[src/rtl/rlg_pkg.sv]
package rlg_pkg;

    localparam int LIM_W     = 16;
    localparam int THR_W     = 10;
    localparam int STAT_W    = 16;
    localparam int F_RESET   = 15;
    localparam int F_HEALTH  = 14;
    localparam int F_POWER   = 13;
    localparam int F_SHUT    = 12;

    typedef logic [LIM_W-1:0] lim_word_t;
    typedef logic [THR_W-1:0] sample_t;

    typedef struct packed {
        logic rst_req;
        logic unhealthy;
        logic pwr_off;
        logic shut_dn;
    } act_t;

    typedef enum logic [0:0] {
        SPC_LIMIT  = 1'b0,
        SPC_STATUS = 1'b1
    } space_e;

    function automatic sample_t word_thr(lim_word_t w);
        return w[THR_W-1:0];
    endfunction

    function automatic act_t word_act(lim_word_t w);
        act_t a;
        a.rst_req   = w[F_RESET];
        a.unhealthy = w[F_HEALTH];
        a.pwr_off   = w[F_POWER];
        a.shut_dn   = w[F_SHUT];
        return a;
    endfunction

    function automatic logic word_crit(lim_word_t w);
        return w[F_RESET] | w[F_POWER] | w[F_SHUT];
    endfunction

    function automatic lim_word_t lim_default(int k, int n_under);
        if (k < n_under) return '0;
        return LIM_W'((2 ** THR_W) - 1);
    endfunction

endpackage

[src/rtl/rlg_limit_regs.sv]
module rlg_limit_regs
    import rlg_pkg::*;
#(
    parameter int NUM_CH     = 11,
    parameter int LIM_PER_CH = 4,
    parameter int NUM_UNDER  = 2,
    parameter int ADDR_W     = 8,
    parameter int BASE_ADDR  = 'h80,
    localparam int CH_W      = $clog2(NUM_CH)
) (
    input  logic              clk,
    input  logic              rst,
    input  logic              wr_en,
    input  logic [ADDR_W-1:0] addr,
    input  logic [7:0]        wdata,
    output logic [7:0]        rdata,
    input  logic [CH_W-1:0]   sel_ch,
    output lim_word_t         sel_lims [LIM_PER_CH]
);

    localparam int K_W       = $clog2(LIM_PER_CH);
    localparam int SH        = K_W + 1;
    localparam int MAP_BYTES = NUM_CH * LIM_PER_CH * 2;

    lim_word_t lim_q [NUM_CH][LIM_PER_CH];

    logic [ADDR_W-1:0]    off;
    logic [ADDR_W-SH-1:0] ch_full;
    logic [CH_W-1:0]      acc_ch;
    logic [K_W-1:0]       acc_k;
    logic                 acc_lo;
    logic                 hit;

    assign off     = addr - ADDR_W'(BASE_ADDR);
    assign ch_full = off[ADDR_W-1:SH];
    assign acc_ch  = CH_W'(ch_full);
    assign acc_k   = off[SH-1:1];
    assign acc_lo  = off[0];
    assign hit     = ({1'b0, off} < (ADDR_W+1)'(MAP_BYTES));

    always_ff @(posedge clk) begin
        if (rst) begin
            for (int c = 0; c < NUM_CH; c++) begin
                for (int k = 0; k < LIM_PER_CH; k++) begin
                    lim_q[c][k] <= lim_default(k, NUM_UNDER);
                end
            end
        end else if (wr_en && hit) begin
            if (acc_lo) lim_q[acc_ch][acc_k][7:0]  <= wdata;
            else        lim_q[acc_ch][acc_k][15:8] <= wdata;
        end
    end

    always_comb begin
        rdata = '0;
        if (hit) begin
            if (acc_lo) rdata = lim_q[acc_ch][acc_k][7:0];
            else        rdata = lim_q[acc_ch][acc_k][15:8];
        end
    end

    logic sel_ok;
    assign sel_ok = ({1'b0, sel_ch} < (CH_W+1)'(NUM_CH));

    for (genvar k = 0; k < LIM_PER_CH; k++) begin : g_sel
        assign sel_lims[k] = sel_ok ? lim_q[sel_ch][k] : lim_default(k, NUM_UNDER);
    end

    // a byte written to a mapped address reads back while the address is held
    p_readback_r2: assert property (@(posedge clk) disable iff (rst)
        (wr_en && hit) |=> ((addr != $past(addr)) || (rdata == $past(wdata))));

endmodule

[src/rtl/rlg_limit_cmp.sv]
module rlg_limit_cmp
    import rlg_pkg::*;
#(
    parameter int LIM_PER_CH = 4,
    parameter int NUM_UNDER  = 2
) (
    input  sample_t                 sample,
    input  lim_word_t               lims [LIM_PER_CH],
    output logic [LIM_PER_CH-1:0]   viol,
    output act_t                    act,
    output logic                    crit
);

    for (genvar k = 0; k < LIM_PER_CH; k++) begin : g_cmp
        if (k < NUM_UNDER) begin : g_under
            assign viol[k] = (sample < word_thr(lims[k]));
        end else begin : g_over
            assign viol[k] = (sample > word_thr(lims[k]));
        end
    end

    always_comb begin
        act  = '0;
        crit = 1'b0;
        for (int k = 0; k < LIM_PER_CH; k++) begin
            if (viol[k]) begin
                act  = act | word_act(lims[k]);
                crit = crit | word_crit(lims[k]);
            end
        end
        // a critical outcome needs at least one violated limit
        a_crit_needs_viol_r5: assert (!crit || (|viol));
    end

endmodule

[src/rtl/rlg_fault_track.sv]
module rlg_fault_track
    import rlg_pkg::*;
#(
    parameter int NUM_CH = 11,
    localparam int CH_W  = $clog2(NUM_CH)
) (
    input  logic              clk,
    input  logic              rst,
    input  logic              smp_valid,
    input  logic [CH_W-1:0]   smp_chan,
    input  act_t              hit_act,
    input  logic              hit_crit,
    input  logic              clr_en,
    input  logic [NUM_CH-1:0] clr_mask,
    output logic [NUM_CH-1:0] fault_q,
    output act_t              act_out
);

    act_t              ch_act [NUM_CH];
    logic              chan_ok;
    logic              take;
    logic [NUM_CH-1:0] set_mask;
    logic [NUM_CH-1:0] kill_mask;

    assign chan_ok   = ({1'b0, smp_chan} < (CH_W+1)'(NUM_CH));
    assign take      = smp_valid && chan_ok;
    assign set_mask  = (take && hit_crit) ? (NUM_CH'(1) << smp_chan) : '0;
    assign kill_mask = clr_en ? clr_mask : '0;

    always_ff @(posedge clk) begin
        if (rst) begin
            fault_q <= '0;
        end else begin
            fault_q <= (fault_q & ~kill_mask) | set_mask;
        end
    end

    always_ff @(posedge clk) begin
        if (rst) begin
            for (int c = 0; c < NUM_CH; c++) ch_act[c] <= '0;
        end else if (take) begin
            ch_act[smp_chan] <= hit_act;
        end
    end

    always_comb begin
        act_out = '0;
        for (int c = 0; c < NUM_CH; c++) act_out = act_out | ch_act[c];
    end

    // a critical violation on a valid channel latches that channel's bit
    p_fault_set_r5: assert property (@(posedge clk) disable iff (rst)
        (take && hit_crit) |=> ((fault_q & $past(set_mask)) == $past(set_mask)));

    // without a clear, no fault bit ever drops
    p_fault_sticky_r7: assert property (@(posedge clk) disable iff (rst)
        !clr_en |=> ((fault_q & $past(fault_q)) == $past(fault_q)));

    // the action outputs move only after an accepted sample
    p_act_idle_r8: assert property (@(posedge clk) disable iff (rst)
        !smp_valid |=> $stable(act_out));

    // a sample on a channel that does not exist leaves the state alone
    p_bad_chan_r9: assert property (@(posedge clk) disable iff (rst)
        (smp_valid && !chan_ok && !clr_en) |=> ($stable(act_out) && $stable(fault_q)));

endmodule

[src/rtl/rail_limit_guard.sv]
module rail_limit_guard
    import rlg_pkg::*;
#(
    parameter int NUM_CH       = 11,
    parameter int LIM_PER_CH   = 4,
    parameter int NUM_UNDER    = 2,
    parameter int ADDR_W       = 8,
    parameter int BASE_ADDR    = 'h80,
    parameter int STAT_HI_ADDR = 'h81,
    parameter int STAT_LO_ADDR = 'h82,
    localparam int CH_W        = $clog2(NUM_CH)
) (
    input  logic              clk,
    input  logic              rst,
    input  logic              bus_wr,
    input  logic              bus_space,
    input  logic [ADDR_W-1:0] bus_addr,
    input  logic [7:0]        bus_wdata,
    output logic [7:0]        bus_rdata,
    input  logic              smp_valid,
    input  logic [CH_W-1:0]   smp_chan,
    input  logic [THR_W-1:0]  smp_value,
    output logic              act_reset,
    output logic              act_unhealthy,
    output logic              act_poweroff,
    output logic              act_shutdown
);

    space_e            spc;
    logic [7:0]        lim_rdata;
    lim_word_t         cur_lims [LIM_PER_CH];
    logic [LIM_PER_CH-1:0] viol;
    act_t              hit_act;
    logic              hit_crit;
    logic [NUM_CH-1:0] fault_q;
    logic [STAT_W-1:0] fault16;
    logic [NUM_CH-1:0] clr_mask;
    logic              clr_en;
    logic              is_hi;
    logic              is_lo;
    act_t              act_out;

    assign spc     = space_e'(bus_space);
    assign is_hi   = (bus_addr == ADDR_W'(STAT_HI_ADDR));
    assign is_lo   = (bus_addr == ADDR_W'(STAT_LO_ADDR));
    assign clr_en  = bus_wr && (spc == SPC_STATUS) && (is_hi || is_lo);
    assign fault16 = STAT_W'(fault_q);

    for (genvar i = 0; i < NUM_CH; i++) begin : g_clr
        if (i >= 8) begin : g_hi
            assign clr_mask[i] = is_hi && bus_wdata[i-8];
        end else begin : g_lo
            assign clr_mask[i] = is_lo && bus_wdata[i];
        end
    end

    rlg_limit_regs #(
        .NUM_CH     (NUM_CH),
        .LIM_PER_CH (LIM_PER_CH),
        .NUM_UNDER  (NUM_UNDER),
        .ADDR_W     (ADDR_W),
        .BASE_ADDR  (BASE_ADDR)
    ) u_regs (
        .clk      (clk),
        .rst      (rst),
        .wr_en    (bus_wr && (spc == SPC_LIMIT)),
        .addr     (bus_addr),
        .wdata    (bus_wdata),
        .rdata    (lim_rdata),
        .sel_ch   (smp_chan),
        .sel_lims (cur_lims)
    );

    rlg_limit_cmp #(
        .LIM_PER_CH (LIM_PER_CH),
        .NUM_UNDER  (NUM_UNDER)
    ) u_cmp (
        .sample (smp_value),
        .lims   (cur_lims),
        .viol   (viol),
        .act    (hit_act),
        .crit   (hit_crit)
    );

    rlg_fault_track #(
        .NUM_CH (NUM_CH)
    ) u_fault (
        .clk       (clk),
        .rst       (rst),
        .smp_valid (smp_valid),
        .smp_chan  (smp_chan),
        .hit_act   (hit_act),
        .hit_crit  (hit_crit),
        .clr_en    (clr_en),
        .clr_mask  (clr_mask),
        .fault_q   (fault_q),
        .act_out   (act_out)
    );

    always_comb begin
        bus_rdata = '0;
        if (spc == SPC_LIMIT) begin
            bus_rdata = lim_rdata;
        end else if (is_hi) begin
            bus_rdata = fault16[15:8];
        end else if (is_lo) begin
            bus_rdata = fault16[7:0];
        end
    end

    assign act_reset     = act_out.rst_req;
    assign act_unhealthy = act_out.unhealthy;
    assign act_poweroff  = act_out.pwr_off;
    assign act_shutdown  = act_out.shut_dn;

endmodule

[config.mk]
export PLATFORM = sky130hd
export DESIGN_NAME = rail_limit_guard
export DESIGN_NICKNAME = d
export VERILOG_FILES = /design/src/rtl/rlg_pkg.sv /design/src/rtl/rlg_limit_regs.sv /design/src/rtl/rlg_limit_cmp.sv /design/src/rtl/rlg_fault_track.sv /design/src/rtl/rail_limit_guard.sv
export SDC_FILE = /design/constraint.sdc
export NUM_CORES = 2
export LEC_CHECK = 0
export BUFFER_PORTS_ARGS = -buffer_cell sky130_fd_sc_hd__buf_2
export CAP_MARGIN = 10
export CORE_ASPECT_RATIO = 0.5
export CORE_UTILIZATION = 58
export CTS_CLUSTER_DIAMETER = 50
export DETAILED_ROUTE_END_ITERATION = 16
export GPL_ROUTABILITY_DRIVEN = 0
export PLACE_DENSITY_LB_ADDON = 0.25
export SYNTH_ARGS = -nofsm -noshare
export SYNTH_HDL_FRONTEND = slang
export SYNTH_SLANG_ARGS = --single-unit
[constraint.sdc]
create_clock -name clk -period 4.4 [get_ports clk]
set_clock_uncertainty 0.15 [all_clocks]
set_input_delay 0.44 -clock clk [delete_from_list [all_inputs] [get_ports clk]]
set_output_delay 0.44 -clock clk [all_outputs]
set_load 0.01 [all_outputs]
# Word level (Yosys, flattened, before mapping)
# Memories as Yosys holds them, arrays and structs flattened.
# Cells that the tools add are included.
# word_totals
regBits	11
mem_bits_rw	748
memories	2
# classes
n_addsub	1
order_cmp	8
eq_ne	2
n_shift	1
muxes	112
n_bitwise	93
reduce_logical	21
# mem_list
name	words	width	rd	rd_ports_with_merged_regs	wr	line	rtl
u_regs.lim_q	11	64	2	0	11	rlg_limit_regs.sv:25	lim_word_t lim_q [NUM_CH][LIM_PER_CH];
u_fault.ch_act	11	4	11	0	11	rlg_fault_track.sv:19	act_t ch_act [NUM_CH];
# op_table
op	n
2-to-1 mux 64 bit	4
2-to-1 mux 16 bit	8
2-to-1 mux 1 bit	81
OR 1 bit	75
demux 16 bit (select 2 bit)	2
OR reduction 64 bit	1
OR 4 bit	13
2-to-1 mux 8 bit	6
binary-select mux 16 bit (select 2 bit)	1
2-to-1 mux 4 bit	7
2-to-1 mux 11 bit	2
greater-than comparator 10 bit	2
less-than comparator 10 bit	2
logical AND 1 bit	18
equality test 8 bit, second input constant	2
bitwise AND 11 bit	1
NOT 11 bit	1
OR 11 bit	1
left shift 1 x 4 -> 11 bit, first input constant	1
2-to-1 mux 10 bit	1
less-than comparator 8 x 7 -> 1 bit, second input constant	1
subtractor 8 bit, second input constant	1
less-than comparator 4 bit, second input constant	1
OR reduction 4 bit	1
5 further kinds	5

# Longest topological paths before layout
# logic_depth
ltp_word	14
depth_mapped	22

# Cells and area by module
# Synthesis repeated with hierarchy kept, for this count alone.
# unflattened
hier_cells	3752
area_unflattened_um2	54710.0
# modules_own_cells
module	n_inst	cells_each	area_per_inst_um2	seq_area_each_um2
rlg_limit_regs	1	3353	50887.6	30749.5
rlg_fault_track	1	198	2344.7	1501.4
rlg_limit_cmp	1	161	1186.1	0.0
rail_limit_guard	1	40	291.5	0.0

# Worst setup path after synthesis
# OpenSTA, ideal clock, no wires.
# synth_path
kind	input to register
start	input smp_chan[0]
end	memory u_fault.ch_act[0][1] in the netlist's numbering (data pin)
setup_ns	0.142
t_arrival_ns	4.368
required_ns	4.108
path_slack_ns	-0.260
path_stages	18
n_path_buf	9
cell_sequence	buf_6 -> buf_6 -> buf_8 -> buf_8 -> buf_12 -> buf_4 -> buf_2 -> buf_4 -> mux4_2 -> o22ai_1 -> ha_1 -> and4_1 -> a41oi_1 -> nand3_1 -> o32a_1 -> a311o_1 -> buf_2 -> nor2_1
# synth_lines
element	line	rtl
start: declaration	rail_limit_guard.sv:21	input logic [CH_W-1:0] smp_chan,
end: declaration	rlg_fault_track.sv:19	

# Worst setup path after layout
# layout_path
start	input bus_addr[3]
end	output bus_rdata[7]
# layout_between
elab_chain_len	8
word_cells_on_any_way	13
cone_classes	add/sub: 1; order compare: 1; eq/ne: 2; mux: 8; memory: 1
# layout_lines
element	line	rtl
start: declaration	rail_limit_guard.sv:17	input logic [ADDR_W-1:0] bus_addr,
subtractor 8 bit	rlg_limit_regs.sv:34	assign off = addr - ADDR_W'(BASE_ADDR);
memory read (11 x 64 bit)	n/a	
binary-select mux 16 bit (select 2 bit)	rlg_limit_regs.sv:57, rlg_limit_regs.sv:58	
2-to-1 mux 16 bit (not written as such) (2 in series)	rlg_limit_regs.sv:57	if (acc_lo) rdata = lim_q[acc_ch][acc_k][7:0];
2-to-1 mux 8 bit	rlg_limit_regs.sv:57	
2-to-1 mux 8 bit	rlg_limit_regs.sv:56	if (hit) begin
2-to-1 mux 8 bit *	rail_limit_guard.sv:102	if (spc == SPC_LIMIT) begin
end: declaration	rail_limit_guard.sv:19	output logic [7:0] bus_rdata,
# Every way passes the cells marked *; elsewhere a longest branch is shown, timed or not. The select of a mux whose other input is x is not followed.

==> flow_summary.ini <==
[route]
via_per_inst = 6.57
first_pass_iters = 6
wl_per_cell_um = 28.3
vias = 33300
drt-initial-drc-count = 4966
drt-total-wl_mm = 144
ant_nets = 0
drc = 0

[worst_hold_path]
holdPathStages = 3
min_from = smp_valid
hp-class = in2reg
hold_end = u_fault.ch_act[10][2]

[yosys]
async_flop_share_pct = 0
synth.distinct_cells = 77
ys_ff_latch = 1079
seq_area_frac_synth_pct = 60.8
yosys-top-cells-area = edfxtp_1 60%, mux4_2 18%, and2_1 5.8%
synth_top_area_share_pct = 60.3
netlist_instances = 3410
ys_warn_count = 0
avgSynthCellArea_um2 = 15.5
synth_edf_count = 1064
synth-main-ff-cell = edfxtp_1
yosys.area.top_type = edfxtp_1
synth.cell_area_um2 = 53000

[global_route]
grt_antenna_before_repair = 6
gr-usage-all-layers_pct = 31.4
first_global_vias = 32800
grt_overflow = 0
grt_max_degree = 100
grt_pass1_wl_mm = 213

[floorplanning]
die_y_um = 216
die_w_um = 430
rows = 77
die-area_um2 = 92700
io_pins = 47
initial_core_util_pct = 59.3
core_area_um2 = 89400

[clock_network]
cts-root-buf = clkbuf_16
clk_pin_slew_ns = 0.07
cts_sinks = 1079
cts_buffer_depth = 3
clock_latency_ns = 0.69
htreeDepth = 3
cts_resized = 0
tritoncts.num_buffers = 94
cts_tree = built

[power]
irDropWorstVdd_uv = 283
p_per_area_nw_per_um2 = 384
leakage_nw = 20.8

[timing]
fin_tns_setup_ns = 0
hold_viol_final = 0
finalCriticalPeriod_ns = 4.23
fmax_mhz = 236
setup_viol = 0
relSlewSlack_pct = 17.2
worst_slew_pin_slew_ns = 1.24
slew_viol_final = 0
fin_crit_sh_pct = 96.2
rsz0062_at_grt = no

[job]
max-cap-violations = 0

[place]
dpl.cell_count = 4894
port-buffer-count = 46
dp_hpwl_mm = 96.7

[cells_and_area]
stdcell_count = 5067
area_growth_pct = 12.8
final.fill_count = 6089
layout-drive-gt1-share_pct = 22.6
layout.nets = 3880

[worst_setup_path]
r2r_slack_ns = 0.54
reg2reg_depth = 12
critPathKind = in2out
r2r_start = u_regs.lim_q[3][53]
cp.required_ns = 3.81
arrival_ns = 3.64
end_kind = output port
reg2reg_to = u_fault.ch_act[8][3]
critPathLaunchType = primary input
worst-path-max-fanout = 34

[status]
status = completed
==> metrics by stage <==
stage / worst slack (ns) / cell area (um2) / utilization, % / hold WS (ns) / total power (W)
2_1_floorplan: 0.000264 / 54300 / - / 0.279 / 0.0139
3_3_place_gp: 0.0761 / 56800 / 63.6 / 0.299 / 0.0148
3_5_place_dp: -0.0305 / 56800 / 63.6 / 0.299 / 0.0149
4_1_cts: 0.175 / 59800 / 66.8 / 0.0869 / 0.0229
5_1_grt: 0.0715 / 59800 / 66.8 / 0.115 / 0.0236
6_report: 0.166 / 59800 / 66.9 / 0.143 / 0.0230
==> cell usage in the layout, fill, tap and decap left out, types with 77 or more instances in the layout <==
cell type / instances
nand2_1: 77
nor2_1: 162
edfxtp_1: 1064
conb_1: 320
buf_4: 234
and2_1: 494
clkbuf_16: 97
or3_1: 223
o21ai_0: 107
mux4_2: 413
==> synthesized netlist by cell type (15+ instances only) <==
| cell type | number |
|---|---|
| mux2_2 | 24 |
| nand2_1 | 79 |
| dfxtp_1 | 15 |
| nand3_1 | 18 |
| buf_2 | 51 |
| buf_1 | 27 |
| inv_1 | 34 |
| o21ai_0 | 107 |
| mux2i_1 | 69 |
| and2_1 | 494 |
| or3_1 | 223 |
| nor3_1 | 23 |
| o22ai_1 | 25 |
| o21ai_1 | 27 |
| mux4_2 | 413 |
| clkbuf_1 | 212 |
| nor2_1 | 162 |
| ha_1 | 38 |
| o221ai_1 | 34 |
| a211oi_1 | 32 |
| a21oi_1 | 60 |
| buf_4 | 19 |
| edfxtp_1 | 1064 |
==> kinds of logic after synthesis <==
logic type	count (synthesis)	share of synthesized area (%)
buffers and inverters	356	2.91
muxes	509	19.5
AOI/OAI and AO/OA	372	4.62
other	1	0.00707
adders and majority gates	38	0.897
DFF	1079	60.8
and+or+nand+nor	1055	11.3
==> critical path, stage by stage <==
cell and delay, ns:
buf_8 0.33, buf_12 0.32, mux4_2 0.60, mux4_2 0.52, mux2i_1 0.43, nor2_1 0.13
a211oi_1 0.41, buf_4 0.21, nor3_1 0.07, buf_2 0.15
==> power breakdown <==
part | switching [W] | internal (W)
combinational | 0.00152 | 0.00110
clock | 0.00373 | 0.00448
sequential | 0.000240 | 0.0119
total | 0.00549 | 0.0175
==> routing by layer <==
layer | track usage (%) | vias to the layer above | routed length, um
met4 | 12.1 | 4 | 5930
met5 | 0 | - | 27
met2 | 47.8 | 1982 | 65700
met3 | 7.80 | 322 | 16700
li1 | - | 13900 | -
met1 | 44.3 | 17100 | 55300
==> cell type report <==
cell class / count / area, um2 / share of cell area [%]
clock buffer: 125 / 2550 / 4.27
timing repair buffer: 299 / 2530 / 4.24
clock inverter: 41 / 370 / 0.620
tap: 1185 / 1480 / 2.48
sequential: 1079 / 32300 / 54.0
multi-input combinational: 2294 / 20400 / 34.2
inverter: 39 / 151 / 0.253
antenna: 5 / 12.5 / 0.0209
==> state kept, by name (all words and copies together), names as in the netlist <==
register	count
u_fault.ch_act	44
u_regs.lim_q	1024
u_fault.fault_q	11
==> how the worst max path moves through the flow <==
stage / startpoint / to / depth (start not counted)
final: bus_addr[3] / bus_rdata[7] / 10
after global routing: bus_addr[3] / bus_rdata[7] / 10
after CTS: bus_addr[3] / bus_rdata[7] / 10
after detailed placement: smp_chan[0] / u_fault.ch_act[4][3] / 14
after global placement: smp_chan[0] / u_fault.ch_act[0][1] / 14
after floorplan: smp_chan[0] / u_fault.ch_act[0][2] / 18
==> what timing repair did <==
action | in CTS | in global routing
hold buffers | 2 | 0
setup buffers | 0 | 0
setup endpoints to repair | 0 | 0
endpoints found under the hold margin | 3 | 0
Note: power is estimated with default switching activity, not from simulation.
